--- src/rtl/pc_seq_pkg.sv ---
package pc_seq_pkg;
  typedef enum logic [2:0] {
    OP_HOLD   = 3'd0,
    OP_STEP   = 3'd1,
    OP_JUMP   = 3'd2,
    OP_CALL   = 3'd3,
    OP_RET    = 3'd4,
    OP_RETLW  = 3'd5,
    OP_RETFIE = 3'd6,
    OP_PCL_WR = 3'd7
  } pc_op_e;
endpackage

--- src/rtl/pc_ret_stack.sv ---
// Ring of return addresses; DEPTH must be a power of two.
// Port a = instruction push, port b = interrupt push applied after the instruction.
module pc_ret_stack #(
  parameter int ADDR_W = 13,
  parameter int DEPTH  = 8
) (
  input  logic              clk_i,
  input  logic              rst_ni,
  input  logic              pop_i,
  input  logic              push_a_i,
  input  logic [ADDR_W-1:0] push_a_data_i,
  input  logic              push_b_i,
  input  logic [ADDR_W-1:0] push_b_data_i,
  output logic [ADDR_W-1:0] top_o
);
  localparam int PW = $clog2(DEPTH);

  logic [PW-1:0]     ptr_q, ptr_mid, ptr_d;
  logic [ADDR_W-1:0] mem_q [DEPTH];

  always_comb begin
    ptr_mid = ptr_q;
    if (push_a_i) ptr_mid = ptr_q + 1'b1;
    else if (pop_i) ptr_mid = ptr_q - 1'b1;
    ptr_d = push_b_i ? ptr_mid + 1'b1 : ptr_mid;
  end

  assign top_o = mem_q[ptr_q - 1'b1];

  always_ff @(posedge clk_i or negedge rst_ni) begin
    if (!rst_ni) ptr_q <= '0;
    else         ptr_q <= ptr_d;
  end

  for (genvar g = 0; g < DEPTH; g++) begin : g_entry
    always_ff @(posedge clk_i or negedge rst_ni) begin
      if (!rst_ni)                                  mem_q[g] <= '0;
      else if (push_b_i && ptr_mid == PW'(g))       mem_q[g] <= push_b_data_i;
      else if (push_a_i && ptr_q == PW'(g))         mem_q[g] <= push_a_data_i;
    end
  end
endmodule

--- src/rtl/pc_next_logic.sv ---
module pc_next_logic
  import pc_seq_pkg::*;
#(
  parameter int ADDR_W = 13,
  parameter int JMP_W  = 11,
  parameter int DATA_W = 8
) (
  input  logic [ADDR_W-1:0]        pc_i,
  input  pc_op_e                   op_i,
  input  logic [JMP_W-1:0]         target_i,
  input  logic [ADDR_W-DATA_W-1:0] page_i,
  input  logic [DATA_W-1:0]        pcl_data_i,
  input  logic [ADDR_W-1:0]        stack_top_i,
  output logic [ADDR_W-1:0]        next_pc_o,
  output logic                     push_o,
  output logic [ADDR_W-1:0]        push_data_o,
  output logic                     pop_o
);
  localparam int PAGE_BITS = ADDR_W - JMP_W;

  logic [ADDR_W-1:0] pc_inc, branch_pc;

  assign pc_inc    = pc_i + 1'b1;
  assign branch_pc = {page_i[ADDR_W-DATA_W-1 -: PAGE_BITS], target_i};
  assign push_data_o = pc_inc;

  always_comb begin
    next_pc_o = pc_i;
    push_o    = 1'b0;
    pop_o     = 1'b0;
    unique case (op_i)
      OP_HOLD:   next_pc_o = pc_i;
      OP_STEP:   next_pc_o = pc_inc;
      OP_JUMP:   next_pc_o = branch_pc;
      OP_CALL: begin
        next_pc_o = branch_pc;
        push_o    = 1'b1;
      end
      OP_RET, OP_RETLW, OP_RETFIE: begin
        next_pc_o = stack_top_i;
        pop_o     = 1'b1;
      end
      OP_PCL_WR: next_pc_o = {page_i, pcl_data_i};
      default:   next_pc_o = pc_i;
    endcase
  end
endmodule

--- src/rtl/pc_sequencer.sv ---
module pc_sequencer
  import pc_seq_pkg::*;
#(
  parameter int ADDR_W = 13,
  parameter int JMP_W  = 11,
  parameter int DATA_W = 8,
  parameter int DEPTH  = 8,
  parameter int VECTOR = 4
) (
  input  logic                     clk_i,
  input  logic                     rst_ni,
  input  logic [2:0]               op_i,
  input  logic                     irq_i,
  input  logic [JMP_W-1:0]         target_i,
  input  logic [ADDR_W-DATA_W-1:0] page_i,
  input  logic [DATA_W-1:0]        pcl_data_i,
  input  logic [DATA_W-1:0]        literal_i,
  output logic [ADDR_W-1:0]        fetch_addr_o,
  output logic                     w_load_o,
  output logic [DATA_W-1:0]        w_data_o
);
  pc_op_e            op;
  logic [ADDR_W-1:0] pc_q, pc_d, instr_next, push_data, stack_top;
  logic              push_a, pop;

  assign op = pc_op_e'(op_i);

  pc_next_logic #(.ADDR_W(ADDR_W), .JMP_W(JMP_W), .DATA_W(DATA_W)) i_next (
    .pc_i        (pc_q),
    .op_i        (op),
    .target_i    (target_i),
    .page_i      (page_i),
    .pcl_data_i  (pcl_data_i),
    .stack_top_i (stack_top),
    .next_pc_o   (instr_next),
    .push_o      (push_a),
    .push_data_o (push_data),
    .pop_o       (pop)
  );

  pc_ret_stack #(.ADDR_W(ADDR_W), .DEPTH(DEPTH)) i_stack (
    .clk_i         (clk_i),
    .rst_ni        (rst_ni),
    .pop_i         (pop),
    .push_a_i      (push_a),
    .push_a_data_i (push_data),
    .push_b_i      (irq_i),
    .push_b_data_i (instr_next),
    .top_o         (stack_top)
  );

  assign pc_d = irq_i ? ADDR_W'(VECTOR) : instr_next;

  always_ff @(posedge clk_i or negedge rst_ni) begin
    if (!rst_ni) pc_q <= '0;
    else         pc_q <= pc_d;
  end

  assign fetch_addr_o = pc_q;
  assign w_load_o     = (op == OP_RETLW);
  assign w_data_o     = literal_i;
endmodule

--- config.mk ---
export PLATFORM = sky130hd
export DESIGN_NAME = pc_sequencer
export DESIGN_NICKNAME = d
export VERILOG_FILES = /design/src/rtl/pc_seq_pkg.sv /design/src/rtl/pc_ret_stack.sv /design/src/rtl/pc_next_logic.sv /design/src/rtl/pc_sequencer.sv
export SDC_FILE = /design/constraint.sdc
export NUM_CORES = 1
export LEC_CHECK = 0
export BUFFER_PORTS_ARGS = -buffer_cell sky130_fd_sc_hd__buf_4
export CORE_ASPECT_RATIO = 1.75
export CORE_MARGIN = 1.5
export CORE_UTILIZATION = 45
export DETAILED_ROUTE_END_ITERATION = 10
export PLACE_DENSITY_LB_ADDON = 0.25
export SYNTH_ARGS = -nofsm -noshare
export SYNTH_HDL_FRONTEND = slang
export SYNTH_SLANG_ARGS = --single-unit
--- constraint.sdc ---
create_clock -name clk_i -period 5.7 [get_ports clk_i]
set_input_delay 0.57 -clock clk_i [delete_from_list [all_inputs] [get_ports clk_i]]
set_output_delay 0.57 -clock clk_i [all_outputs]
set_load 0.05 [all_outputs]
==> results by group <==
STA
  – Endpoints failing hold: 0
  – Final worst path period share: 64.5%
  – Worst Max-Slew Pin Slew: 1.19 ns
  – RSZ-0062 raised after global routing: no
  – Setup violations, final: 0
  – Rel. slew slack: 20.5%
  – Setup tns final: 0 ns
  – Final min period: 3.68 ns
  – Final setup skew: 0.00579 ns
  – Final Max Slew Viols: 0
  – Fmax achieved: 272 MHz

Floorplanning
  – Die W: 101 um
  – Row count: 62
  – Die span in y: 175 um
  – Starting Density: 46.1%
  – Core footprint: 16500 sq um
  – I/O pin count: 60
  – DIE AREA: 17800 sq um

Synth
  – Sequential-to-total area share from yosys stat: 39.4%
  – Yosys synthesis warning count: 0
  – Mapped cell area: 7620 sq um
  – Async SR Flop Fraction: 100%
  – Syn_area_per_cell: 10.4 sq um
  – Ys flop type: dfrtp_1
  – #FFs+latches synth: 120
  – Unique masters post-synth: 68
  – Post-synth EDFFs: 0
  – Syn Nets: 779
  – Synth Instances: 732

Power
  – Internal power: 2890 uW
  – Clk pwr share: 23.3%
  – Combinational Power Share: 45.7%
  – Flop pwr share: 31.0%
  – Sw Ratio: 40.3%
  – Leakage power: 0.00380 uW
  – Pwr Density: 565 nW/um^2
  – VDD IR max: 0.313 mV
  – Psw: 1950 uW

Global route
  – First-pass GRT wire length: 37.0 mm
  – Number of global-route vias before repair: 6409
  – Overflow after GRT: 0
  – Initial antenna violation count: 0
  – Largest net degree at the start of global routing: 68
  – Gr usage total: 28.5%

Clock tree
  – Worst-Skew Late Latency: 0.42 ns
  – # H-tree levels: 4
  – Post-CTS setup buffers: 0
  – PostCTS Resize Cnt: 0
  – Clock Root Buffer: clkbuf_16
  – TritonCTS Sinks: 120
  – CTS max path bufs: 2
  – CTS tree: built
  – Hold bufs inserted after CTS: 0
  – Clock-pin transition on the worst setup and hold timing paths: 0.05 ns
  – Total CTS buffers: 17

Min path
  – Worst Hold Class: in2async

Drt
  – DRT iter0 DRCs: 512
  – # DRC: 0
  – Via Count: 6180
  – Drt pass-1 iters: 7
  – Final WL: 23.9 mm
  – Via density: 6.35
  – Antenna-violating nets left: 0
  – WL per Instance: 24.6 um

Flow run
  – Total of max-cap violations: 0

Critical path
  – Arr. time, crit path: 3.98 ns
  – RR Endpoint: i_stack.mem_q[11]
  – Crit path kind: reg2reg
  – Setup crit start kind: flip-flop
  – CP Max Fanout: 26
  – Crit path capture type: flip-flop
  – RR Startpoint: i_stack.ptr_q[0]
  – Flop-to-flop setup slack: 2.02 ns
  – CP required: 6.01 ns
  – Reg2reg path depth: 10

Cells and area
  – Share of layout cells above drive strength 1: 21.0%
  – Diodes inserted: 0
  – Area delta synth->final: 12.3%
  – Fill cells: 1434
  – Design Area, Final: 8570 sq um
  – Final net count: 784

Place
  – HPWL after DPL: 15.4 mm
  – Post-DP Area: 7950 sq um
  – Port Buf Inserts: 43
  – Routability congestion estimate from global placement: 0.863

Run status
  – Run status: complete, no violations
==> per-stage QoR <==
step	hold WS (ns)	worst slack, ns	instances	util, %	power (uW)
floorplan	0.274	2.81	732	-	3090
global placement	0.517	2.26	942	48.1	3610
detailed placement	0.534	2.10	942	48.1	3680
CTS	0.295	2.07	973	51.8	4820
global route	0.342	1.64	973	51.8	5090
finish	0.271	2.02	973	51.8	4840
==> synth_stat cells (all sizes together), types with 4 or more instances <==
master | instances | area (sq um)
a21boi | 6 | 45.0
a21oi | 70 | 377
and3 | 8 | 50.1
buf | 43 | 272
clkbuf | 25 | 95.1
dfrtp | 120 | 3000
ha | 9 | 113
inv | 11 | 41.3
mux2i | 101 | 1010
mux4 | 26 | 586
nand2 | 44 | 178
nand2b | 13 | 81.3
nand3 | 54 | 275
nand4 | 4 | 37.5
nor2 | 37 | 144
nor2b | 5 | 31.3
o2111ai | 6 | 52.6
o211ai | 12 | 90.1
o21ai | 46 | 234
o221ai | 8 | 70.1
o22ai | 17 | 176
o31ai | 10 | 105
or3 | 5 | 31.3
xnor2 | 7 | 68.8
xor2 | 7 | 83.8
==> sequential cells by signal, summed over array words and instances (netlist names) <==
register,cells
i_stack.ptr_q,3
i_stack.mem_q,104
fetch_addr_o,13
==> cells by family (layout without fill, tap and decap cells) <==
group / after synthesis / in the layout / synth area share (%)
AOI/OAI and AO/OA: 194 / 194 / 17.6
muxes: 130 / 130 / 21.4
buffers and inverters: 79 / 96 / 5.35
xor gates and xnor gates: 14 / 14 / 2.00
DFF: 120 / 120 / 39.4
and+or+nand+nor: 186 / 186 / 12.8
adders and majority gates: 9 / 9 / 1.48
==> worst max path at each step <==
| stage | startpoint | end | slack, ns | cells after the start |
|---|---|---|---|---|
| 2_1_floorplan | i_stack.ptr_q[0] | i_stack.mem_q[7] | 2.81 | 14 |
| 3_3_place_gp | i_stack.ptr_q[0] | i_stack.mem_q[12] | 2.26 | 10 |
| 3_5_place_dp | i_stack.ptr_q[0] | i_stack.mem_q[11] | 2.10 | 10 |
| 4_1_cts | i_stack.ptr_q[0] | i_stack.mem_q[11] | 2.07 | 10 |
| 5_1_grt | i_stack.ptr_q[0] | i_stack.mem_q[11] | 1.64 | 10 |
| 6_report | i_stack.ptr_q[0] | i_stack.mem_q[11] | 2.02 | 10 |
==> worst max-delay path: stages (launching register included) <==
cell	delay [ns]
dfrtp_2	0.52
ha_1	0.28
ha_1	0.28
and3b_1	0.16
o21ai_0	0.24
o21a_1	0.50
inv_2	0.20
ha_1	0.25
nand2_1	0.69
o21ai_0	0.25
o32ai_1	0.18
==> per-layer routing <==
layer | vias up | track usage, % | wire, um
met5 | - | 0 | 0
met4 | 0 | 19.0 | 1600
met3 | 93 | 5.28 | 1480
met2 | 292 | 45.7 | 11900
met1 | 3063 | 34.3 | 8980
li1 | 2732 | - | -
==> power by group through the flow <==
stage               sequential, uW  clock (uW)  combinational [uW]
detailed placement            1500           0                2180
global placement              1490           0                2120
floorplan                     1460           0                1630
global route                  1540        1170                2380
CTS                           1490        1140                2190
finish                        1500        1130                2210
==> final cells by class <==
class / instances / area (sq um) / area share, %
multi-input cells: 533 / 4220 / 49.2
well taps: 224 / 280 / 3.27
inverters: 11 / 41.3 / 0.482
clock buffers: 24 / 502 / 5.86
clock inverters: 7 / 115 / 1.34
flip-flops and latches: 120 / 3000 / 35.1
repair buffers: 54 / 405 / 4.73
==> placed cells by master (no fill, tap or decap), drive strengths merged, types with 9 or more instances in the layout <==
cell    count
a21oi      70
nand3      54
o21ai      46
o211ai     12
mux4       26
mux2i     101
buf        54
o31ai      10
o22ai      17
nor2       37
dfrtp     120
nand2b     13
nand2      44
clkbuf     24
ha          9
inv        11
(Power assumes the default switching activity.)
